--- config.mk ---
export PLATFORM = sky130hd
export DESIGN_NAME = pc_unit
export DESIGN_NICKNAME = d
export VERILOG_FILES = /design/src/rtl/pc_pkg.sv /design/src/rtl/pc_ret_stack.sv /design/src/rtl/pc_next_sel.sv /design/src/rtl/pc_unit.sv
export SDC_FILE = /design/constraint.sdc
export NUM_CORES = 1
export LEC_CHECK = 0
export ABC_AREA = 0
export ABC_CLOCK_PERIOD_IN_PS = 3500
export BUFFER_PORTS_ARGS = -buffer_cell sky130_fd_sc_hd__buf_2
export CAP_MARGIN = 20
export CORE_ASPECT_RATIO = 0.75
export CORE_MARGIN = 4
export CORE_UTILIZATION = 54
export DETAILED_ROUTE_END_ITERATION = 7
export GPL_ROUTABILITY_DRIVEN = 0
export PLACE_DENSITY = 0.73
export SYNTH_ARGS = -nofsm -noshare
export SYNTH_HDL_FRONTEND = slang
export SYNTH_SLANG_ARGS = --single-unit
--- constraint.sdc ---
create_clock -name clk -period 3.5 [get_ports clk]
set_clock_uncertainty 0.15 [all_clocks]
set_input_delay 0.35 -clock clk [delete_from_list [all_inputs] [get_ports clk]]
set_output_delay 0.35 -clock clk [all_outputs]
set_load 0.05 [all_outputs]
--- src/rtl/pc_pkg.sv ---
package pc_pkg;
  typedef enum logic [2:0] {
    NXT_HOLD,
    NXT_STEP,
    NXT_LOW,
    NXT_JUMP,
    NXT_POP
  } nxt_sel_e;
endpackage

--- src/rtl/pc_ret_stack.sv ---
module pc_ret_stack #(
  parameter int W     = 11,
  parameter int DEPTH = 8
) (
  input  logic         clk,
  input  logic         rst_n,
  input  logic         push,
  input  logic         pop,
  input  logic [W-1:0] push_val,
  output logic [W-1:0] top_val
);
  localparam int PTR_W = (DEPTH > 1) ? $clog2(DEPTH) : 1;
  localparam int CNT_W = $clog2(DEPTH + 1);
  localparam logic [PTR_W-1:0] LAST_IDX = PTR_W'(DEPTH - 1);
  localparam logic [CNT_W-1:0] FULL     = CNT_W'(DEPTH);

  logic [W-1:0]     slots [DEPTH];
  logic [PTR_W-1:0] head;
  logic [CNT_W-1:0] count;
  logic [W-1:0]     last_pop;
  logic [PTR_W-1:0] below;

  // Slot just below the head, with wrap for any depth.
  assign below   = (head == '0) ? LAST_IDX : head - PTR_W'(1);
  assign top_val = (count != '0) ? slots[below] : last_pop;

  always_ff @(posedge clk) begin
    if (!rst_n) begin
      head     <= '0;
      count    <= '0;
      last_pop <= '0;
    end else if (push) begin
      // Circular write: once full, the oldest slot is overwritten.
      slots[head] <= push_val;
      head        <= (head == LAST_IDX) ? '0 : head + PTR_W'(1);
      if (count != FULL) count <= count + CNT_W'(1);
    end else if (pop) begin
      last_pop <= top_val;
      if (count != '0) begin
        head  <= below;
        count <= count - CNT_W'(1);
      end
    end
  end

  p_count_cap_r7: assert property (@(posedge clk) disable iff (!rst_n)
    count <= FULL);
  p_push_grows_r7: assert property (@(posedge clk) disable iff (!rst_n)
    (push && count != FULL) |=> count == $past(count) + CNT_W'(1));
  p_empty_pop_r8: assert property (@(posedge clk) disable iff (!rst_n)
    (pop && !push && count == '0) |=> (count == '0 && head == $past(head)));
endmodule

--- src/rtl/pc_next_sel.sv ---
module pc_next_sel
  import pc_pkg::*;
#(
  parameter int ADDR_W = 11,
  parameter int TGT_W  = 9,
  parameter int LOW_W  = 8
) (
  input  logic                 step,
  input  logic                 jump,
  input  logic                 call,
  input  logic                 ret,
  input  logic                 low_wr,
  input  logic [LOW_W-1:0]     low_wdata,
  input  logic [ADDR_W-TGT_W-1:0] page,
  input  logic [TGT_W-1:0]     target,
  input  logic [ADDR_W-1:0]    pc,
  input  logic [ADDR_W-1:0]    pop_val,
  output logic [ADDR_W-1:0]    nxt,
  output logic [ADDR_W-1:0]    ret_addr,
  output logic                 push,
  output logic                 pop
);
  localparam int HI_W = ADDR_W - LOW_W;

  nxt_sel_e sel;

  assign ret_addr = pc + ADDR_W'(1);
  assign pop      = ret;
  assign push     = call && !ret;

  always_comb begin
    if (ret)                 sel = NXT_POP;
    else if (call || jump)   sel = NXT_JUMP;
    else if (low_wr)         sel = NXT_LOW;
    else if (step)           sel = NXT_STEP;
    else                     sel = NXT_HOLD;
  end

  always_comb begin
    case (sel)
      NXT_POP:  nxt = pop_val;
      NXT_JUMP: nxt = {page, target};
      NXT_LOW:  nxt = {pc[ADDR_W-1 -: HI_W], low_wdata};
      NXT_STEP: nxt = ret_addr;
      default:  nxt = pc;
    endcase
  end
endmodule

--- src/rtl/pc_unit.sv ---
module pc_unit #(
  parameter int ADDR_W = 11,
  parameter int TGT_W  = 9,
  parameter int LOW_W  = 8,
  parameter int DEPTH  = 8,
  parameter logic [ADDR_W-1:0] RESET_PC = '1
) (
  input  logic                    clk,
  input  logic                    rst_n,
  input  logic                    step_i,
  input  logic                    jump_i,
  input  logic                    call_i,
  input  logic                    ret_i,
  input  logic                    low_wr_i,
  input  logic [LOW_W-1:0]        low_wdata_i,
  input  logic [ADDR_W-TGT_W-1:0] page_i,
  input  logic [TGT_W-1:0]        target_i,
  output logic [ADDR_W-1:0]       pc_o,
  output logic [LOW_W-1:0]        low_rdata_o
);
  localparam int PAGE_W = ADDR_W - TGT_W;
  localparam int HI_W   = ADDR_W - LOW_W;

  logic [ADDR_W-1:0] pc_q, nxt, ret_addr, top_val;
  logic              push, pop;

  pc_next_sel #(.ADDR_W(ADDR_W), .TGT_W(TGT_W), .LOW_W(LOW_W)) u_sel (
    .step(step_i), .jump(jump_i), .call(call_i), .ret(ret_i),
    .low_wr(low_wr_i), .low_wdata(low_wdata_i), .page(page_i),
    .target(target_i), .pc(pc_q), .pop_val(top_val), .nxt(nxt),
    .ret_addr(ret_addr), .push(push), .pop(pop)
  );

  pc_ret_stack #(.W(ADDR_W), .DEPTH(DEPTH)) u_stack (
    .clk(clk), .rst_n(rst_n), .push(push), .pop(pop),
    .push_val(ret_addr), .top_val(top_val)
  );

  always_ff @(posedge clk) begin
    if (!rst_n) pc_q <= RESET_PC;
    else        pc_q <= nxt;
  end

  assign pc_o        = pc_q;
  assign low_rdata_o = pc_q[LOW_W-1:0];

  p_reset_vec_r1: assert property (@(posedge clk)
    !rst_n |=> pc_o == RESET_PC);
  p_step_r2: assert property (@(posedge clk) disable iff (!rst_n)
    (step_i && !jump_i && !call_i && !ret_i && !low_wr_i)
      |=> pc_o == ADDR_W'($past(pc_o) + ADDR_W'(1)));
  p_jump_r3: assert property (@(posedge clk) disable iff (!rst_n)
    ((jump_i || call_i) && !ret_i)
      |=> pc_o[ADDR_W-1 -: PAGE_W] == $past(page_i));
  p_low_wr_r6: assert property (@(posedge clk) disable iff (!rst_n)
    (low_wr_i && !jump_i && !call_i && !ret_i)
      |=> (pc_o[ADDR_W-1 -: HI_W] == $past(pc_o[ADDR_W-1 -: HI_W])
           && low_rdata_o == $past(low_wdata_i)));
  p_hold_r9: assert property (@(posedge clk) disable iff (!rst_n)
    (!step_i && !jump_i && !call_i && !ret_i && !low_wr_i) |=> $stable(pc_o));
endmodule

==> results of run 1 <==
-- per-stage QoR --
| stage | worst slack (ns) | cell area (sq um) | power [mW] | cells | hold slack [ns] |
|---|---|---|---|---|---|
| after global placement | 0.799 | 5750 | 4.09 | 609 | 0.293 |
| after detailed placement | 0.716 | 5750 | 4.15 | 609 | 0.302 |
| after CTS | 0.702 | 6340 | 5.87 | 641 | 0.114 |
| after floorplan | 0.705 | 5380 | 3.55 | 447 | 0.286 |
| final | 0.671 | 6340 | 5.90 | 641 | 0.121 |
| after global routing | 0.532 | 6340 | 6.17 | 641 | 0.134 |
-- area by class of cell --
type / count / area, sq um
fillers: 727 / 3350
flip-flops and latches: 117 / 3220
multi-input cells: 284 / 1950
clock buffers: 17 / 425
repair buffers: 62 / 355
clock inverters: 15 / 170
well taps: 132 / 165
inverters: 14 / 52.6
-- power by group through the flow --
stage                     Combinational, mW  Sequential (mW)  Clock [mW]
after floorplan                        1.41             2.13           0
after global placement                 2.07             2.02           0
after detailed placement               2.12             2.03           0
after CTS                              2.13             2.01        1.73
after global routing                   2.33             2.04        1.81
final                                  2.16             2.02        1.73
-- final timing paths --
| check | slack [ns] | end | startpoint |
|---|---|---|---|
| worst min-delay path | 0.12 | pc_o[1]$_SDFFE_PN1P_ | target_i[1] |
| worst max-delay path | 0.67 | u_stack.last_pop[2]$_SDFFE_PN0P_ | u_stack.head[1]$_SDFFE_PN0P_ |
| worst min register to register | 0.33 | u_stack.last_pop[7]$_SDFFE_PN0P_ | u_stack.last_pop[7]$_SDFFE_PN0P_ |
| worst max register to register | 0.67 | u_stack.last_pop[2]$_SDFFE_PN0P_ | u_stack.head[1]$_SDFFE_PN0P_ |
-- kinds of logic (layout without fill, tap and decap cells) --
| group | Yosys count | count (layout) | share of synthesized area |
|---|---|---|---|
| buf+inv | 46 | 108 | 0.0396 |
| fa+ha+maj | 8 | 8 | 0.0200 |
| simple gates | 124 | 124 | 0.111 |
| flops | 117 | 117 | 0.599 |
| mux | 26 | 26 | 0.0586 |
| xor+xnor | 12 | 12 | 0.0196 |
| compound gates | 114 | 114 | 0.152 |
-- routing by layer --
| layer | track usage | routed length (microns) | vias to the layer above |
|---|---|---|---|
| met4 | 0.0912 | 234 | 0 |
| met1 | 0.371 | 5920 | 2080 |
| li1 | - | - | 1821 |
| met2 | 0.360 | 6410 | 251 |
| met3 | 0.0599 | 1410 | 25 |
| met5 | 0 | 0 | - |
-- cells in the final DEF, fill, tap and decap left out, drive strengths merged, types with 3 or more instances in the layout --
| cell type | netlist | final |
|---|---|---|
| a211o | 3 | 3 |
| a211oi | 7 | 7 |
| a21o | 3 | 3 |
| a21oi | 25 | 25 |
| a221oi | 6 | 6 |
| a22oi | 6 | 6 |
| buf | 15 | 62 |
| clkbuf | 17 | 17 |
| clkinv | 1 | 7 |
| dfxtp | 29 | 29 |
| edfxtp | 88 | 88 |
| ha | 7 | 7 |
| inv | 13 | 18 |
| mux2 | 4 | 4 |
| mux2i | 18 | 18 |
| mux4 | 4 | 4 |
| nand2 | 32 | 32 |
| nand2b | 4 | 4 |
| nand3 | 15 | 15 |
| nor2 | 28 | 28 |
| nor2b | 5 | 5 |
| nor3 | 19 | 19 |
| nor4 | 4 | 4 |
| o21a | 3 | 3 |
| o21ai | 16 | 16 |
| o21bai | 3 | 3 |
| o221a | 3 | 3 |
| o221ai | 10 | 10 |
| o22ai | 4 | 4 |
| o311ai | 3 | 3 |
| or3 | 6 | 6 |
| xnor2 | 9 | 9 |
| xor2 | 3 | 3 |
-- sequential cells by signal, indices dropped and copies added, names as in the netlist --
register,cells
pc_o,11
u_stack.head,3
u_stack.slots,88
u_stack.last_pop,11
u_stack.count,4
-- worst reg2reg max path, stage by stage, from the launching register on --
cell and delay (ns):
dfxtp_1 0.47, inv_1 0.10, ha_1 0.20, ha_1 0.21, buf_4 0.20, nor2b_1 0.52
mux4_2 0.62, a211oi_1 0.27
==> summary.txt, run 1 <==
Outcome
  – Status: completed

Yosys
  – Mapped Cells: 447
  – Syn Area/Cell: about 12 sq um
  – Ys flop type: edfxtp_1
  – Post-synth top area cell: edfxtp_1
  – Post-synth top area share: 0.492
  – Cell variety after synth: 60
  – Syn Nets: 481
  – Most common cell in the netlist: edfxtp_1
  – Post-synthesis sequential area ratio: 0.599
  – Synth Register Bits: between 100 and 150
  – Synthesized area: 5380 sq um
  – Number of synthesized flops with an enable pin: 88
  – Post-synth ARST share: 0
  – Area contributors post-synth: edfxtp_1 (49%), dfxtp_1 (11%), mux2i_1 (3.4%)
  – Yosys warns: 0
  – Most instantiated cells after synthesis: edfxtp_1 (88), nand2_1 (32), dfxtp_1 (29)

Clocking
  – Root buffer cell: clkbuf_16
  – Cts bufs inserted: 17
  – Clock-pin slew on the worst setup and hold paths: ~0.06 ns
  – Htree depth: 4
  – Hold_buf cts: 0
  – Worst-skew pair later-pin latency: 0.41 ns
  – CTS sink count: approximately 120
  – Post_cts resized: 0
  – Setup Fix Bufs, Post-CTS: 0
  – Bufs on Longest Clock Path: 2
  – CTS tree: done

Critical path
  – CP Data Required Time: between 3 and 4 ns
  – Crit Path Class: flop to flop
  – Crit-path slowest cell: mux4_2
  – Most frequent cell on the critical path: ha_1
  – Worst Reg-to-Reg Cells: 7
  – CP startpoint kind: flop
  – Worst-path cell chain: inv_1, ha_1, ha_1, buf_4, nor2b_1, mux4_2, a211oi_1
  – Crit path max fanout: 15
  – Arr. time, crit path: between 2 and 3 ns
  – Worst path depth: 7
  – Worst path max stage delay: between 0.6 and 0.7 ns
  – WP buf/inv: 2
  – Family with the most delay on the worst path: multiplexers
  – Crit end category: flop

Power and ir drop
  – Switching part of the total power: 0.384
  – Lkg Pwr: 2.28 nW
  – Part of the power in the clock network: 0.293
  – Combinational Power Share: 0.365
  – Internal cell power: 3.64 mW
  – NetSw: 2.27 mW
  – Cell Pwr Density: 931 nW/um^2
  – Peak supply drop: 0.498 mV
  – Seq pwr share: 0.342

Layout
  – Layout Nets: 530
  – Synthesis-to-layout area growth: 18.0%
  – Antenna cells: 0
  – Layout cells sized above 1: 0.214
  – Final Core Density: 0.654

Floorplanning
  – Die area: 11,600 sq um
  – Core Box Area: 9700 sq um
  – Die height: 94.4 microns
  – DIE WIDTH: 123 microns
  – Cell row count: 31
  – Ports: between 40 and 50
  – Initial core utilization: 0.554

GRT
  – Initial antenna violation count: 0
  – GR Util All Layers: 0.250
  – GRT overflow: 0
  – First-pass GRT wire length: 21,600 microns
  – Number of global-route vias before repair: just under 4,000
  – Largest net degree at the start of global routing: 23

Routing
  – DR DRC count: 0
  – Iter 0 DRT Violations: 610
  – DR vias/cell: roughly 6.5
  – Antenna Violating Nets Remaining: 0
  – Routed len/inst: 21.8 microns
  – DRT Pass-1 Iters: 5
  – Total Routed Length: roughly 14,000 microns
  – Detailed-route via count: 4,177

Timing
  – Crit path time final: ~2.8 ns
  – Unrepaired setup endpoints after global routing: no
  – Setup TNS: 0 ns
  – Worst-margin pin slew: 0.910 ns
  – Worst slew margin: 0.389
  – Max Slew Vio Count: 0
  – Part of the cycle the worst path needs: 0.808
  – Achievable clock frequency: 353 MHz
  – Setup violators final: 0
  – Final Hold Vio Count: 0

Flow run
  – Maxcap violations: 0

Placed design
  – # port buffers: 44
  – Hpwl dp: 9330 microns

Min path
  – Hold Path Class: input port to flop
  – Hold Path Stages: 4
No activity file was read; power rests on OpenSTA's default activity.
==> inputs of run 2 (changes only) <==
--- a/config.mk
+++ b/config.mk
@@ -6,7 +6,7 @@
 export NUM_CORES = 1
 export LEC_CHECK = 0
 export ABC_AREA = 0
-export ABC_CLOCK_PERIOD_IN_PS = 3500
+export ABC_CLOCK_PERIOD_IN_PS = 2800
 export BUFFER_PORTS_ARGS = -buffer_cell sky130_fd_sc_hd__buf_2
 export CAP_MARGIN = 20
 export CORE_ASPECT_RATIO = 0.75
==> constraint.sdc (replaced) <==
create_clock -name clk -period 2.8 [get_ports clk]
set_clock_uncertainty 0.15 [all_clocks]
set_input_delay 0.28 -clock clk [delete_from_list [all_inputs] [get_ports clk]]
set_output_delay 0.28 -clock clk [all_outputs]
set_load 0.05 [all_outputs]
==> summary.txt, run 2 (same netlist as run 1, synthesis figures left out) <==
Timing
  – Setup TNS: 0 ns (unchanged)
  – Final Hold Vio Count: 0 (unchanged)
  – Unrepaired setup endpoints after global routing: no
  – Crit path time final: 2.57 ns (-0.258 ns)
  – Max Slew Vio Count: 0 (unchanged)
  – Achievable clock frequency: 389 MHz (+10%)
  – Worst slew margin: 0.440 (+0.0509)
  – Part of the cycle the worst path needs: 0.918 (+0.110)
  – Worst-margin pin slew: 0.837 ns (-0.0729 ns)
  – Setup violators final: 0 (unchanged)

GRT
  – GR Util All Layers: 0.254 (+0.00351)
  – Initial antenna violation count: 0 (unchanged)
  – First-pass GRT wire length: 21,500 microns (-0.48%)
  – Largest net degree at the start of global routing: 23 (unchanged)
  – GRT overflow: 0 (unchanged)
  – Number of global-route vias before repair: 3,815 (-2.9%)

Power and ir drop
  – Lkg Pwr: 2.36 nW (+3.5%)
  – Cell Pwr Density: 1160 nW/um^2 (+25%)
  – Peak supply drop: 0.638 mV (+28%)

Clocking
  – CTS sink count: 117 (unchanged)
  – CTS tree: done
  – Cts bufs inserted: 17 (unchanged)
  – Worst-skew pair later-pin latency: 0.42 ns (about the same)
  – Bufs on Longest Clock Path: 2 (unchanged)
  – Setup Fix Bufs, Post-CTS: 0 (unchanged)
  – Hold_buf cts: 0 (unchanged)
  – Post_cts resized: 0 (unchanged)
  – Root buffer cell: clkbuf_16
  – Clock-pin slew on the worst setup and hold paths: 0.06 ns (about the same)
  – Htree depth: 4 (unchanged)

Floorplanning
  – Initial core utilization: 0.554 (unchanged)
  – DIE WIDTH: 123 microns (unchanged)
  – Core Box Area: 9700 sq um (unchanged)
  – Die area: 11,600 sq um (unchanged)
  – Die height: 94.4 microns (unchanged)
  – Cell row count: 31 (unchanged)
  – Ports: 45 (unchanged)

Critical path
  – Family with the most delay on the worst path: adder cells
  – CP Data Required Time: 2.95 ns (-0.71 ns)
  – Arr. time, crit path: 2.72 ns (-0.27 ns)
  – CP startpoint kind: flop
  – Crit-path slowest cell: ha_1
  – Worst-path cell chain: inv_1, ha_1, ha_1, clkinv_1, mux4_2, or3_1, a31o_1, a221o_1
  – Crit path max fanout: 8 (-7)
  – Most frequent cell on the critical path: ha_1
  – Crit end category: flop
  – Crit Path Class: flop to flop
  – Worst path max stage delay: 0.49 ns (-0.13 ns)
  – WP buf/inv: 2 (unchanged)

Routing
  – Iter 0 DRT Violations: 526 (-14%)
  – Antenna Violating Nets Remaining: 0 (unchanged)
  – DR DRC count: 0 (unchanged)
  – DR vias/cell: 6.24 (-4.3%)
  – Total Routed Length: 14,200 microns (+1.7%)
  – DRT Pass-1 Iters: 6 (+1)
  – Routed len/inst: 21.6 microns (-0.90%)
  – Detailed-route via count: 4,105 (-1.7%)

Layout
  – Layout cells sized above 1: 0.238 (+0.0235)
  – Final instance area: 6440 sq um (+1.6%)
  – Largest register FFs: 88 (unchanged)
  – Antenna cells: 0 (unchanged)
  – Largest register by flop count: u_stack.slots
  – Fillers: 731 (+0.55%)
  – Layout Nets: 547 (+3.2%)
  – Most frequent cells in the layout: edfxtp_1 (88), buf_2 (44), buf_4 (35)
  – Synthesis-to-layout area growth: 19.9%
  – Most common cell after layout, fill and taps aside: edfxtp_1
  – Register Area: 3220 sq um (unchanged)
  – Area of the multi-input gates: 1950 sq um (unchanged)

Placed design
  – # port buffers: 44 (unchanged)
  – Hpwl dp: 9570 microns (+2.6%)
  – Placed instance area: 5870 sq um (+2.2%)

Flow run
  – Maxcap violations: 0 (unchanged)

Outcome
  – Status: completed

Min path
  – Hold Path Class: input port to flop
## run 2: cell types whose count changed in the layout (fill, tap and decap cells not counted), sizes merged
cell,previous run,this run
clkinvlp,2,1
inv,18,15
buf,62,79
clkinv,7,9
bufinv,2,1
clkbuf,17,20
## run 2: layer usage
layer / track usage / wire length (microns)
met4: 0.0710 / 124
met3: 0.0725 / 1040
met1: 0.373 / 6280
met5: 0 / 0
met2: 0.371 / 6770
## run 2: where the power goes
group	total [mW]	switching, mW	leakage (nW)	internal (mW)
sequential	2.50	0.184	1.03	2.31
clock	2.07	0.777	0.285	1.29
combinational	2.93	1.88	1.04	1.06
total	7.50	2.84	2.36	4.66
## run 2: cell type report
| type | count | area share |
|---|---|---|
| clock buffers | 20 | 0.0726 |
| inverters | 14 | 0.00816 |
| clock inverters | 12 | 0.0157 |
| well taps | 132 | 0.0256 |
| repair buffers | 79 | 0.0750 |
| flip-flops and latches | 117 | 0.500 |
| multi-input cells | 284 | 0.303 |
## run 2: worst reg2reg max path: cells and delay by family (launching register included)
kind | cells | cell delay (ns)
compound gates | 2 | 0.46
simple gates | 1 | 0.32
buf+inv | 2 | 0.20
fa+ha+maj | 2 | 0.69
flops | 1 | 0.32
mux | 1 | 0.33
## run 2: per-stage QoR
stage           util  setup WS, ns  cells  hold WS, ns  power, mW
2_1_floorplan      -       0.00511    447        0.286       4.43
3_3_place_gp   0.606         0.285    626        0.293       5.30
3_5_place_dp   0.606         0.239    626        0.300       5.39
4_1_cts        0.665         0.236    658       0.0413       7.48
5_1_grt        0.665        0.0679    658       0.0684       7.83
6_report       0.665         0.229    658       0.0728       7.50
## run 2: worst paths after layout
check / startpoint / end / slack [ns] / depth (start not counted)
setup reg to reg: u_stack.head[0]$_SDFFE_PN0P_ / pc_o[3]$_SDFFE_PN1P_ / 0.23 / 8
setup / recovery: u_stack.head[0]$_SDFFE_PN0P_ / pc_o[3]$_SDFFE_PN1P_ / 0.23 / 8
hold / removal: target_i[1] / pc_o[1]$_SDFFE_PN1P_ / 0.07 / 4
hold reg to reg: u_stack.last_pop[6]$_SDFFE_PN0P_ / u_stack.last_pop[6]$_SDFFE_PN0P_ / 0.31 / 2
